**src/rtl/ddr_seq_pkg.sv**
```systemverilog
package ddr_seq_pkg;

  typedef enum logic [2:0] {
    OP_NOP  = 3'd0,
    OP_ACT  = 3'd1,
    OP_RD   = 3'd2,
    OP_WR   = 3'd3,
    OP_MRS  = 3'd4,
    OP_PRE  = 3'd5,
    OP_RSV6 = 3'd6,
    OP_RSV7 = 3'd7
  } ddr_op_e;

  // mode register field positions
  localparam int MF_BL_LSB = 0;
  localparam int MF_ORDER  = 3;
  localparam int MF_CL_LSB = 4;
  localparam int MF_SELFCLR = 8;
  localparam int AP_BIT    = 10;

  // burst length in locations from the 3-bit code, 0 when unsupported
  function automatic logic [3:0] burst_len(input logic [2:0] code);
    case (code)
      3'b001:  return 4'd2;
      3'b010:  return 4'd4;
      3'b011:  return 4'd8;
      default: return 4'd0;
    endcase
  endfunction

  // CAS latency in cycles from the 3-bit code, 0 when unsupported
  function automatic logic [1:0] cas_cycles(input logic [2:0] code);
    case (code)
      3'b010:  return 2'd2;
      3'b011:  return 2'd3;
      default: return 2'd0;
    endcase
  endfunction

  function automatic logic mode_fields_ok(input logic [2:0] bl_code, input logic [2:0] cl_code);
    return (burst_len(bl_code) != 4'd0) && (cas_cycles(cl_code) != 2'd0);
  endfunction

endpackage

```
**src/rtl/ddr_mode_reg.sv**
```systemverilog
module ddr_mode_reg
  import ddr_seq_pkg::*;
#(
  parameter int AW = 13
) (
  input  logic          clk,
  input  logic          rst_n,
  input  logic          mrs_req,
  input  logic          dev_busy,
  input  logic [AW-1:0] mrs_val,
  output logic [AW-1:0] mode_q,
  output logic          err_mrs_q,
  output logic          err_mode_q
);

  localparam logic [AW-1:0] MODE_RESET = AW'(7'h21);
  localparam logic [AW-1:0] SELF_MASK  = AW'(1) << MF_SELFCLR;

  logic fields_ok;
  logic mrs_accept;

  assign fields_ok  = mode_fields_ok(mrs_val[MF_BL_LSB +: 3], mrs_val[MF_CL_LSB +: 3]);
  assign mrs_accept = mrs_req && !dev_busy && fields_ok;

  always_ff @(posedge clk or negedge rst_n) begin
    if (!rst_n) begin
      mode_q     <= MODE_RESET;
      err_mrs_q  <= 1'b0;
      err_mode_q <= 1'b0;
    end else begin
      err_mrs_q  <= mrs_req && dev_busy;
      err_mode_q <= mrs_req && !dev_busy && !fields_ok;
      if (mrs_accept) mode_q <= mrs_val;
      else            mode_q[MF_SELFCLR] <= 1'b0;
    end
  end

  // the self-clearing bit never holds for two cycles
  a_r3_selfclear: assert property (@(posedge clk) disable iff (!rst_n)
    mode_q[MF_SELFCLR] |=> !mode_q[MF_SELFCLR]);

  // a rejected illegal load keeps the stored fields
  a_r4_illegal_keeps: assert property (@(posedge clk) disable iff (!rst_n)
    err_mode_q |-> ((mode_q & ~SELF_MASK) == ($past(mode_q) & ~SELF_MASK)));

  // a load while busy keeps the stored fields
  a_r5_busy_keeps: assert property (@(posedge clk) disable iff (!rst_n)
    err_mrs_q |-> ((mode_q & ~SELF_MASK) == ($past(mode_q) & ~SELF_MASK)));

endmodule

```
**src/rtl/ddr_bank_tracker.sv**
```systemverilog
module ddr_bank_tracker #(
  parameter int BA_W = 2,
  parameter int AW   = 13
) (
  input  logic            clk,
  input  logic            rst_n,
  input  logic            act_req,
  input  logic [BA_W-1:0] act_bank,
  input  logic [AW-1:0]   act_row,
  input  logic            pre_req,
  input  logic            pre_all,
  input  logic [BA_W-1:0] pre_bank,
  input  logic            ap_close,
  input  logic [BA_W-1:0] ap_bank,
  input  logic [BA_W-1:0] sel_bank,
  output logic [(1<<BA_W)-1:0] open_q,
  output logic [(1<<BA_W)-1:0] eff_open,
  output logic [AW-1:0]   sel_row
);

  localparam int NB = 1 << BA_W;

  logic [AW-1:0]  row_q [NB];
  logic [NB-1:0]  ap_mask;

  for (genvar b = 0; b < NB; b++) begin : g_bank
    logic hit_act, hit_pre, hit_ap;
    assign hit_act    = act_req && (act_bank == BA_W'(b));
    assign hit_pre    = pre_req && (pre_all || (pre_bank == BA_W'(b)));
    assign hit_ap     = ap_close && (ap_bank == BA_W'(b));
    assign ap_mask[b] = hit_ap;

    always_ff @(posedge clk or negedge rst_n) begin
      if (!rst_n) begin
        open_q[b] <= 1'b0;
        row_q[b]  <= '0;
      end else begin
        if (hit_act)                open_q[b] <= 1'b1;
        else if (hit_pre || hit_ap) open_q[b] <= 1'b0;
        if (hit_act) row_q[b] <= act_row;
      end
    end
  end

  assign eff_open = open_q & ~ap_mask;
  assign sel_row  = row_q[sel_bank];

  // an accepted activate leaves its bank open
  a_r6_act_opens: assert property (@(posedge clk) disable iff (!rst_n)
    act_req |=> open_q[$past(act_bank)]);

  // auto-precharge closes the bank unless it is reopened at that edge
  a_r11_ap_closes: assert property (@(posedge clk) disable iff (!rst_n)
    (ap_close && !(act_req && act_bank == ap_bank)) |=> !open_q[$past(ap_bank)]);

endmodule

```
**src/rtl/ddr_burst_gen.sv**
```systemverilog
module ddr_burst_gen
  import ddr_seq_pkg::*;
#(
  parameter int BA_W   = 2,
  parameter int CW     = 10,
  parameter int MAX_CL = 3
) (
  input  logic            clk,
  input  logic            rst_n,
  input  logic            start,
  input  logic            start_wr,
  input  logic            start_ap,
  input  logic [BA_W-1:0] start_bank,
  input  logic [CW-1:0]   start_col,
  input  logic [2:0]      bl_code,
  input  logic            order_il,
  input  logic [2:0]      cl_code,
  output logic            col_valid,
  output logic [CW-1:0]   col_lo,
  output logic [CW-1:0]   col_hi,
  output logic [BA_W-1:0] col_bank,
  output logic            col_write,
  output logic            cont,
  output logic            ap_close,
  output logic [BA_W-1:0] ap_bank,
  output logic            rd_valid
);

  localparam int BEAT_W = 3;

  // column of location loc inside a burst of n locations
  function automatic logic [CW-1:0] col_of(input logic [CW-1:0] s, input logic [2:0] loc,
                                           input logic [3:0] n, input logic il);
    logic [CW-1:0] mask, low;
    mask = CW'(n) - CW'(1);
    low  = il ? ((s ^ CW'(loc)) & mask) : ((s + CW'(loc)) & mask);
    return (s & ~mask) | low;
  endfunction

  logic [BEAT_W-1:0] beat_q, nbeat_q;
  logic [CW-1:0]     scol_q;
  logic [3:0]        blen_q;
  logic              il_q, ap_q, last;
  logic [3:0]        new_len;

  assign new_len = burst_len(bl_code);
  assign last    = col_valid && (beat_q == nbeat_q - BEAT_W'(1));
  assign cont    = col_valid && !last;
  assign ap_close = last && ap_q;
  assign ap_bank  = col_bank;

  always_ff @(posedge clk or negedge rst_n) begin
    if (!rst_n) begin
      col_valid <= 1'b0;
      beat_q    <= '0;
      nbeat_q   <= BEAT_W'(1);
      scol_q    <= '0;
      blen_q    <= 4'd2;
      il_q      <= 1'b0;
      ap_q      <= 1'b0;
      col_bank  <= '0;
      col_write <= 1'b0;
    end else if (start) begin
      col_valid <= 1'b1;
      beat_q    <= '0;
      nbeat_q   <= BEAT_W'(new_len >> 1);
      scol_q    <= start_col;
      blen_q    <= new_len;
      il_q      <= order_il;
      ap_q      <= start_ap;
      col_bank  <= start_bank;
      col_write <= start_wr;
    end else if (col_valid) begin
      if (last) col_valid <= 1'b0;
      else      beat_q    <= beat_q + BEAT_W'(1);
    end
  end

  assign col_lo = col_of(scol_q, {beat_q[1:0], 1'b0}, blen_q, il_q);
  assign col_hi = col_of(scol_q, {beat_q[1:0], 1'b1}, blen_q, il_q);

  // read-valid scheduling: each launched read travels down a delay line
  logic              rd_launch;
  logic [MAX_CL:1]   dly_q;
  logic [2:0]        dly_len_q [MAX_CL:1];
  logic [2:0]        rd_cnt_q;
  logic [1:0]        lat;

  assign rd_launch = start && !start_wr;
  assign lat       = cas_cycles(cl_code);

  always_ff @(posedge clk or negedge rst_n) begin
    if (!rst_n) begin
      dly_q    <= '0;
      rd_cnt_q <= '0;
      for (int i = 1; i <= MAX_CL; i++) dly_len_q[i] <= '0;
    end else begin
      for (int i = 1; i < MAX_CL; i++) begin
        dly_q[i]     <= dly_q[i+1];
        dly_len_q[i] <= dly_len_q[i+1];
      end
      dly_q[MAX_CL]     <= 1'b0;
      dly_len_q[MAX_CL] <= '0;
      if (rd_launch && lat != 2'd0) begin
        dly_q[int'(lat)]     <= 1'b1;
        dly_len_q[int'(lat)] <= new_len[3:1];
      end
      if (dly_q[1])                rd_cnt_q <= dly_len_q[1];
      else if (rd_cnt_q != 3'd0)   rd_cnt_q <= rd_cnt_q - 3'd1;
    end
  end

  assign rd_valid = (rd_cnt_q != 3'd0);

  // the two columns of a beat differ only inside the burst block, in bit 0
  a_r8_pair_local: assert property (@(posedge clk) disable iff (!rst_n)
    col_valid |-> (((col_lo ^ col_hi) < CW'(blen_q)) && (col_lo[0] != col_hi[0])));

  // a data window opens only two or three cycles after an accepted read
  a_r12_rise_after_read: assert property (@(posedge clk) disable iff (!rst_n)
    $rose(rd_valid) |-> ($past(rd_launch, 3) || $past(rd_launch, 4)));

endmodule

```
**src/rtl/ddr_cmd_seq.sv**
```systemverilog
module ddr_cmd_seq
  import ddr_seq_pkg::*;
#(
  parameter int BA_W = 2,
  parameter int AW   = 13,
  parameter int CW   = 10
) (
  input  logic                 clk,
  input  logic                 rst_n,
  input  logic [2:0]           cmd_i,
  input  logic [BA_W-1:0]      ba_i,
  input  logic [AW-1:0]        addr_i,
  output logic [AW-1:0]        mode_o,
  output logic [(1<<BA_W)-1:0] bank_open_o,
  output logic                 col_valid_o,
  output logic [CW-1:0]        col_lo_o,
  output logic [CW-1:0]        col_hi_o,
  output logic [BA_W-1:0]      col_bank_o,
  output logic [AW-1:0]        col_row_o,
  output logic                 col_write_o,
  output logic                 rd_valid_o,
  output logic                 err_cmd_o,
  output logic                 err_mrs_o,
  output logic                 err_mode_o
);

  localparam int NB = 1 << BA_W;
  localparam logic [AW-1:0] SELF_MASK = AW'(1) << MF_SELFCLR;

  ddr_op_e        op;
  logic [NB-1:0]  eff_open;
  logic           burst_cont, ap_close;
  logic [BA_W-1:0] ap_bank;
  logic           bank_ok, is_rw, dev_busy;
  logic           act_req, rw_req, mrs_req, pre_req, err_cmd_d;

  assign op       = ddr_op_e'(cmd_i);
  assign bank_ok  = eff_open[ba_i];
  assign is_rw    = (op == OP_RD) || (op == OP_WR);
  assign dev_busy = (|eff_open) || burst_cont;

  assign act_req  = (op == OP_ACT) && !bank_ok;
  assign rw_req   = is_rw && bank_ok && !burst_cont;
  assign mrs_req  = (op == OP_MRS) && (ba_i == '0);
  assign pre_req  = (op == OP_PRE);
  assign err_cmd_d = ((op == OP_ACT) && bank_ok) ||
                     (is_rw && !rw_req) ||
                     (op == OP_RSV6) || (op == OP_RSV7);

  always_ff @(posedge clk or negedge rst_n) begin
    if (!rst_n) err_cmd_o <= 1'b0;
    else        err_cmd_o <= err_cmd_d;
  end

  ddr_mode_reg #(.AW(AW)) u_mode (
    .clk        (clk),
    .rst_n      (rst_n),
    .mrs_req    (mrs_req),
    .dev_busy   (dev_busy),
    .mrs_val    (addr_i),
    .mode_q     (mode_o),
    .err_mrs_q  (err_mrs_o),
    .err_mode_q (err_mode_o)
  );

  ddr_bank_tracker #(.BA_W(BA_W), .AW(AW)) u_banks (
    .clk      (clk),
    .rst_n    (rst_n),
    .act_req  (act_req),
    .act_bank (ba_i),
    .act_row  (addr_i),
    .pre_req  (pre_req),
    .pre_all  (addr_i[AP_BIT]),
    .pre_bank (ba_i),
    .ap_close (ap_close),
    .ap_bank  (ap_bank),
    .sel_bank (col_bank_o),
    .open_q   (bank_open_o),
    .eff_open (eff_open),
    .sel_row  (col_row_o)
  );

  ddr_burst_gen #(.BA_W(BA_W), .CW(CW), .MAX_CL(3)) u_burst (
    .clk        (clk),
    .rst_n      (rst_n),
    .start      (rw_req),
    .start_wr   (op == OP_WR),
    .start_ap   (addr_i[AP_BIT]),
    .start_bank (ba_i),
    .start_col  (addr_i[CW-1:0]),
    .bl_code    (mode_o[MF_BL_LSB +: 3]),
    .order_il   (mode_o[MF_ORDER]),
    .cl_code    (mode_o[MF_CL_LSB +: 3]),
    .col_valid  (col_valid_o),
    .col_lo     (col_lo_o),
    .col_hi     (col_hi_o),
    .col_bank   (col_bank_o),
    .col_write  (col_write_o),
    .cont       (burst_cont),
    .ap_close   (ap_close),
    .ap_bank    (ap_bank),
    .rd_valid   (rd_valid_o)
  );

  // a mode load to a non-zero bank address leaves the stored fields alone
  a_r2_ba_filter: assert property (@(posedge clk) disable iff (!rst_n)
    ((op == OP_MRS) && (ba_i != '0)) |=> ((mode_o & ~SELF_MASK) == ($past(mode_o) & ~SELF_MASK)));

  // no burst begins right after a refused read or write
  a_r7_refused_no_burst: assert property (@(posedge clk) disable iff (!rst_n)
    (is_rw && !burst_cont && !bank_ok) |=> !(col_valid_o && $past(!col_valid_o)));

endmodule

```
**config.mk**
```make
export PLATFORM = sky130hd
export DESIGN_NAME = ddr_cmd_seq
export DESIGN_NICKNAME = d
export VERILOG_FILES = /design/src/rtl/ddr_seq_pkg.sv /design/src/rtl/ddr_mode_reg.sv /design/src/rtl/ddr_bank_tracker.sv /design/src/rtl/ddr_burst_gen.sv /design/src/rtl/ddr_cmd_seq.sv
export SDC_FILE = /design/constraint.sdc
export NUM_CORES = 1
export LEC_CHECK = 0
export ABC_AREA = 0
export BUFFER_PORTS_ARGS = -buffer_cell sky130_fd_sc_hd__buf_2
export CORE_UTILIZATION = 50
export DETAILED_ROUTE_END_ITERATION = 10
export PLACE_DENSITY = 0.75
export SLEW_MARGIN = 20
export SYNTH_ARGS = -nofsm -noshare
export SYNTH_HDL_FRONTEND = slang
export SYNTH_HIERARCHICAL = 1
export SYNTH_SLANG_ARGS = --single-unit
```
**constraint.sdc**
```tcl
create_clock -name clk -period 5.4 [get_ports clk]
set_input_delay 0 -clock clk [delete_from_list [all_inputs] [get_ports clk]]
set_output_delay 0 -clock clk [all_outputs]
set_load 0.005 [all_outputs]
```
==> impl_metrics.json <==
{
  "status": "finished clean",
  "worst_setup_path_end_kind": "flip-flop",
  "layout-drive-gt1-share_pct": 42.71,
  "slew_headroom_pct": 31.32,
  "cp_max_fo": 14,
  "synth_xor_xnor_area_share_pct": 3.621,
  "grt_max_degree": 59,
  "ys_async_sr_fraction_pct": 100.0,
  "area_growth_pct": 14.91,
  "post-route-util_pct": 58.99,
  "cts_inserted_buffers": 9,
  "drt_iter0_drc": 122,
  "period_share_pct": 79.82,
  "synth-simple-area-share_pct": 10.15,
  "rr_worst_depth": 11,
  "critPathKind": "flip-flop to flip-flop",
  "antenna_found_initial": 0,
  "arrival_ps": 4570,
  "synth_adder_area_share_pct": 2.192,
  "synthCells": 392,
  "p_per_area_nw_per_um2": 495.9,
  "gp_congestion": 0.8783,
  "cap_violations": 0,
  "tightest_slew_ps": 1030,
  "met1_usage_pct": 27.63,
  "cts_tree": "yes",
  "dieArea_sq_um": 10920,
  "synthMuxAreaShare_pct": 24.25,
  "finalHoldViolations": 0,
  "synth_area_leaders": "dfrtp_1, mux2_2, mux4_2",
  "drv_slew": 0,
  "antenna_left": 0,
  "finalClockSkew_ps": 6.166,
  "slowest_delay_ps": 790,
  "hold-path-cell-count": 2,
  "avgSynthCellArea_sq_um": 13.40,
  "insertedDiodeCount": 0,
  "grt_use_met2_pct": 36.05,
  "yosys_warnings": 6,
  "viasPerCell": 5.432,
  "mostFrequentLayoutCells": "dfrtp_1, buf_2, mux2_2",
  "num_vias": 3346,
  "synth_area_sq_um": 5253,
  "crit_slowest_cell": "nor3b_4",
  "htreeDepth": 3,
  "synth_seq_area_share_pct": 52.00,
  "top_usage_layer": "met2",
  "yosysTopAreaCell": "dfrtp_1",
  "cts_sinks": 109,
  "coreArea_sq_um": 10230,
  "dp_hpwl_microns": 7581,
  "grt_setup_unrepaired": "false",
  "synth-main-ff-cell": "dfrtp_1",
  "holdPathEnd": "u_burst/ap_q",
  "drt_wl_total_microns": 10850,
  "ir_drop_v": 0.0003178,
  "path_clk_slew_ps": 100,
  "fill_cells": 834,
  "start_kind": "flip-flop",
  "fp.dieH_microns": 104.5,
  "grt_pass1_wl_microns": 18010,
  "grt_pass1_vias": 3492,
  "cts_buffer_depth": 2,
  "ios": 78,
  "grt.total_usage_pct": 21.35,
  "fin_tns_setup_ps": 0,
  "worstSkewPairLatency_ps": 360,
  "crit_family": "simple AND/OR/NAND/NOR gates",
  "drt_first_pass_iters": 4,
  "rr_endpoint": "u_banks/row_q[43]",
  "fin_crit_ps": 4310,
  "p_leak_uw": 0.002887,
  "grt_util_met3_pct": 4.073,
  "die_w_microns": 104.5,
  "hp-class": "input port to flip-flop",
  "fmax_ghz": 0.2320,
  "finalNetCount": 503,
  "initial_core_util_pct": 51.34,
  "post_cts_buffers": 0,
  "required_ps": 5650,
  "grt-ovfl-total": 0,
  "avgRoutedWirePerCell_microns": 17.61,
  "io_buffers": 77,
  "synth_top_area_share_pct": 50.50,
  "clockRootBuffer": "clkbuf_8",
  "r2r_slack_ps": 1090,
  "final_common_cell": "dfrtp_1",
  "cp_num_buf_inv": 1,
  "synth_nets": 420,
  "synth_top_family_by_area": "multiplexers",
  "synth_edf_count": 0,
  "hp-start": "addr_i[10]",
  "synth_compound_area_share_pct": 4.216,
  "rows": 37,
  "path_cells": "inv_1 > ha_1 > xnor2_2 > xor2_2 > and4_1 > nor2b_1 > a21boi_0 > mux4_2 > nor3_1 > nor3b_4 > mux2_2",
  "ys_types": 55,
  "synth_seq_cells": 109,
  "setup_violations": 0,
  "drc_errors": 0,
  "r2r-start": "u_burst/blen_q[1]"
}
layer usage:
| metal | wire, microns | up-vias |
|---|---|---|
| met2 | 5491 | 72 |
| li1 | - | 1532 |
| met1 | 4797 | 1727 |
| met3 | 364 | 15 |
| met5 | 0 | - |
| met4 | 191 | 0 |
synth_stat cells, types with 2 or more instances:
| library cell | number |
|---|---|
| mux2i_1 | 2 |
| and2_1 | 2 |
| nor4_4 | 2 |
| nand3_2 | 2 |
| nor3_1 | 4 |
| xor2_1 | 5 |
| or2_1 | 3 |
| fa_1 | 2 |
| a31oi_1 | 3 |
| mux2_4 | 7 |
| nand4_1 | 2 |
| ha_1 | 6 |
| nand2b_1 | 5 |
| buf_2 | 2 |
| mux4_2 | 14 |
| nand3b_1 | 3 |
| nor3b_1 | 2 |
| buf_1 | 2 |
| xnor2_1 | 13 |
| a21bo_2 | 3 |
| o21ai_0 | 7 |
| a21oi_1 | 3 |
| o21ai_1 | 8 |
| inv_1 | 17 |
| nand2_1 | 19 |
| dfstp_2 | 3 |
| a21boi_0 | 2 |
| and3_1 | 6 |
| mux2_1 | 7 |
| a21o_1 | 2 |
| dfrtp_1 | 106 |
| mux2_2 | 67 |
| nor2b_1 | 8 |
| buf_4 | 8 |
| nor2_1 | 17 |
| nand3_1 | 2 |
| clkbuf_1 | 8 |
how the worst max path moves through the flow:
stage	start	to	slack, ps	depth (start not counted)
after floorplan	u_burst/blen_q[1]	u_banks/row_q[42]	1860	12
after global placement	u_burst/blen_q[1]	u_banks/row_q[41]	1260	11
after detailed placement	u_burst/blen_q[1]	u_banks/row_q[49]	1100	11
after CTS	u_burst/blen_q[1]	u_banks/row_q[43]	1090	11
after global routing	u_burst/blen_q[1]	u_banks/row_q[19]	780	11
final	u_burst/blen_q[1]	u_banks/row_q[43]	1090	11
repair_timing:
| action | 4_1_cts | 5_1_grt |
|---|---|---|
| hold buffers | 14 | 0 |
| resized for setup | 0 | 0 |
| hold endpoints to repair | 113 | 0 |
cell type report:
class,instances,area (sq um),share of cell area (%)
Inverter,17,63.81,1.057
Sequential cell,109,2731,45.25
Multi-Input combinational cell,244,2336,38.70
Timing Repair Buffer,94,550.5,9.121
Tap cell,136,170.2,2.819
Clock buffer,10,137.6,2.280
Clock inverter,6,46.29,0.7670
where the power goes:
part           switching [uW]  internal [uW]
Clock                     279            185
Sequential                249           1050
Combinational             540            695
Total                    1070           1920
flip-flops by register name (all words and copies together) (netlist names), 2 cells and up:
name               count
u_mode/mode_q         13
u_burst/blen_q         3
u_burst/scol_q        10
u_burst/beat_q         3
u_burst/rd_cnt_q       3
u_burst/dly_q          3
u_banks/row_q         52
u_burst/dly_len_q      9
u_banks/open_q         4
u_burst/ap_bank        2
cells by family (layout without fill, tap and decap cells):
logic type               count (synthesis)  after routing
XOR/XNOR                                20             20
AO/OA/AOI/OAI                           33             33
AND/OR/NAND/NOR                         86             86
adder cells (fa/ha/maj)                  8              8
multiplexers                            97             97
buffers and inverters                   39            127
flip-flops                             109            109
per-stage QoR:
step | hold WS (ps) | setup slack, ps | cells | cell area, sq um | power (uW)
CTS | 28.93 | 1087 | 616 | 6036 | 3021
floorplan | -295.6 | 1857 | 392 | 5253 | 2096
global placement | 62.56 | 1265 | 586 | 5712 | 2486
global route | 39.88 | 779.1 | 616 | 6036 | 3201
detailed placement | 70.90 | 1101 | 586 | 5712 | 2540
finish | 58.53 | 1090 | 616 | 6036 | 2993
No activity file was read; power rests on OpenSTA's default activity.
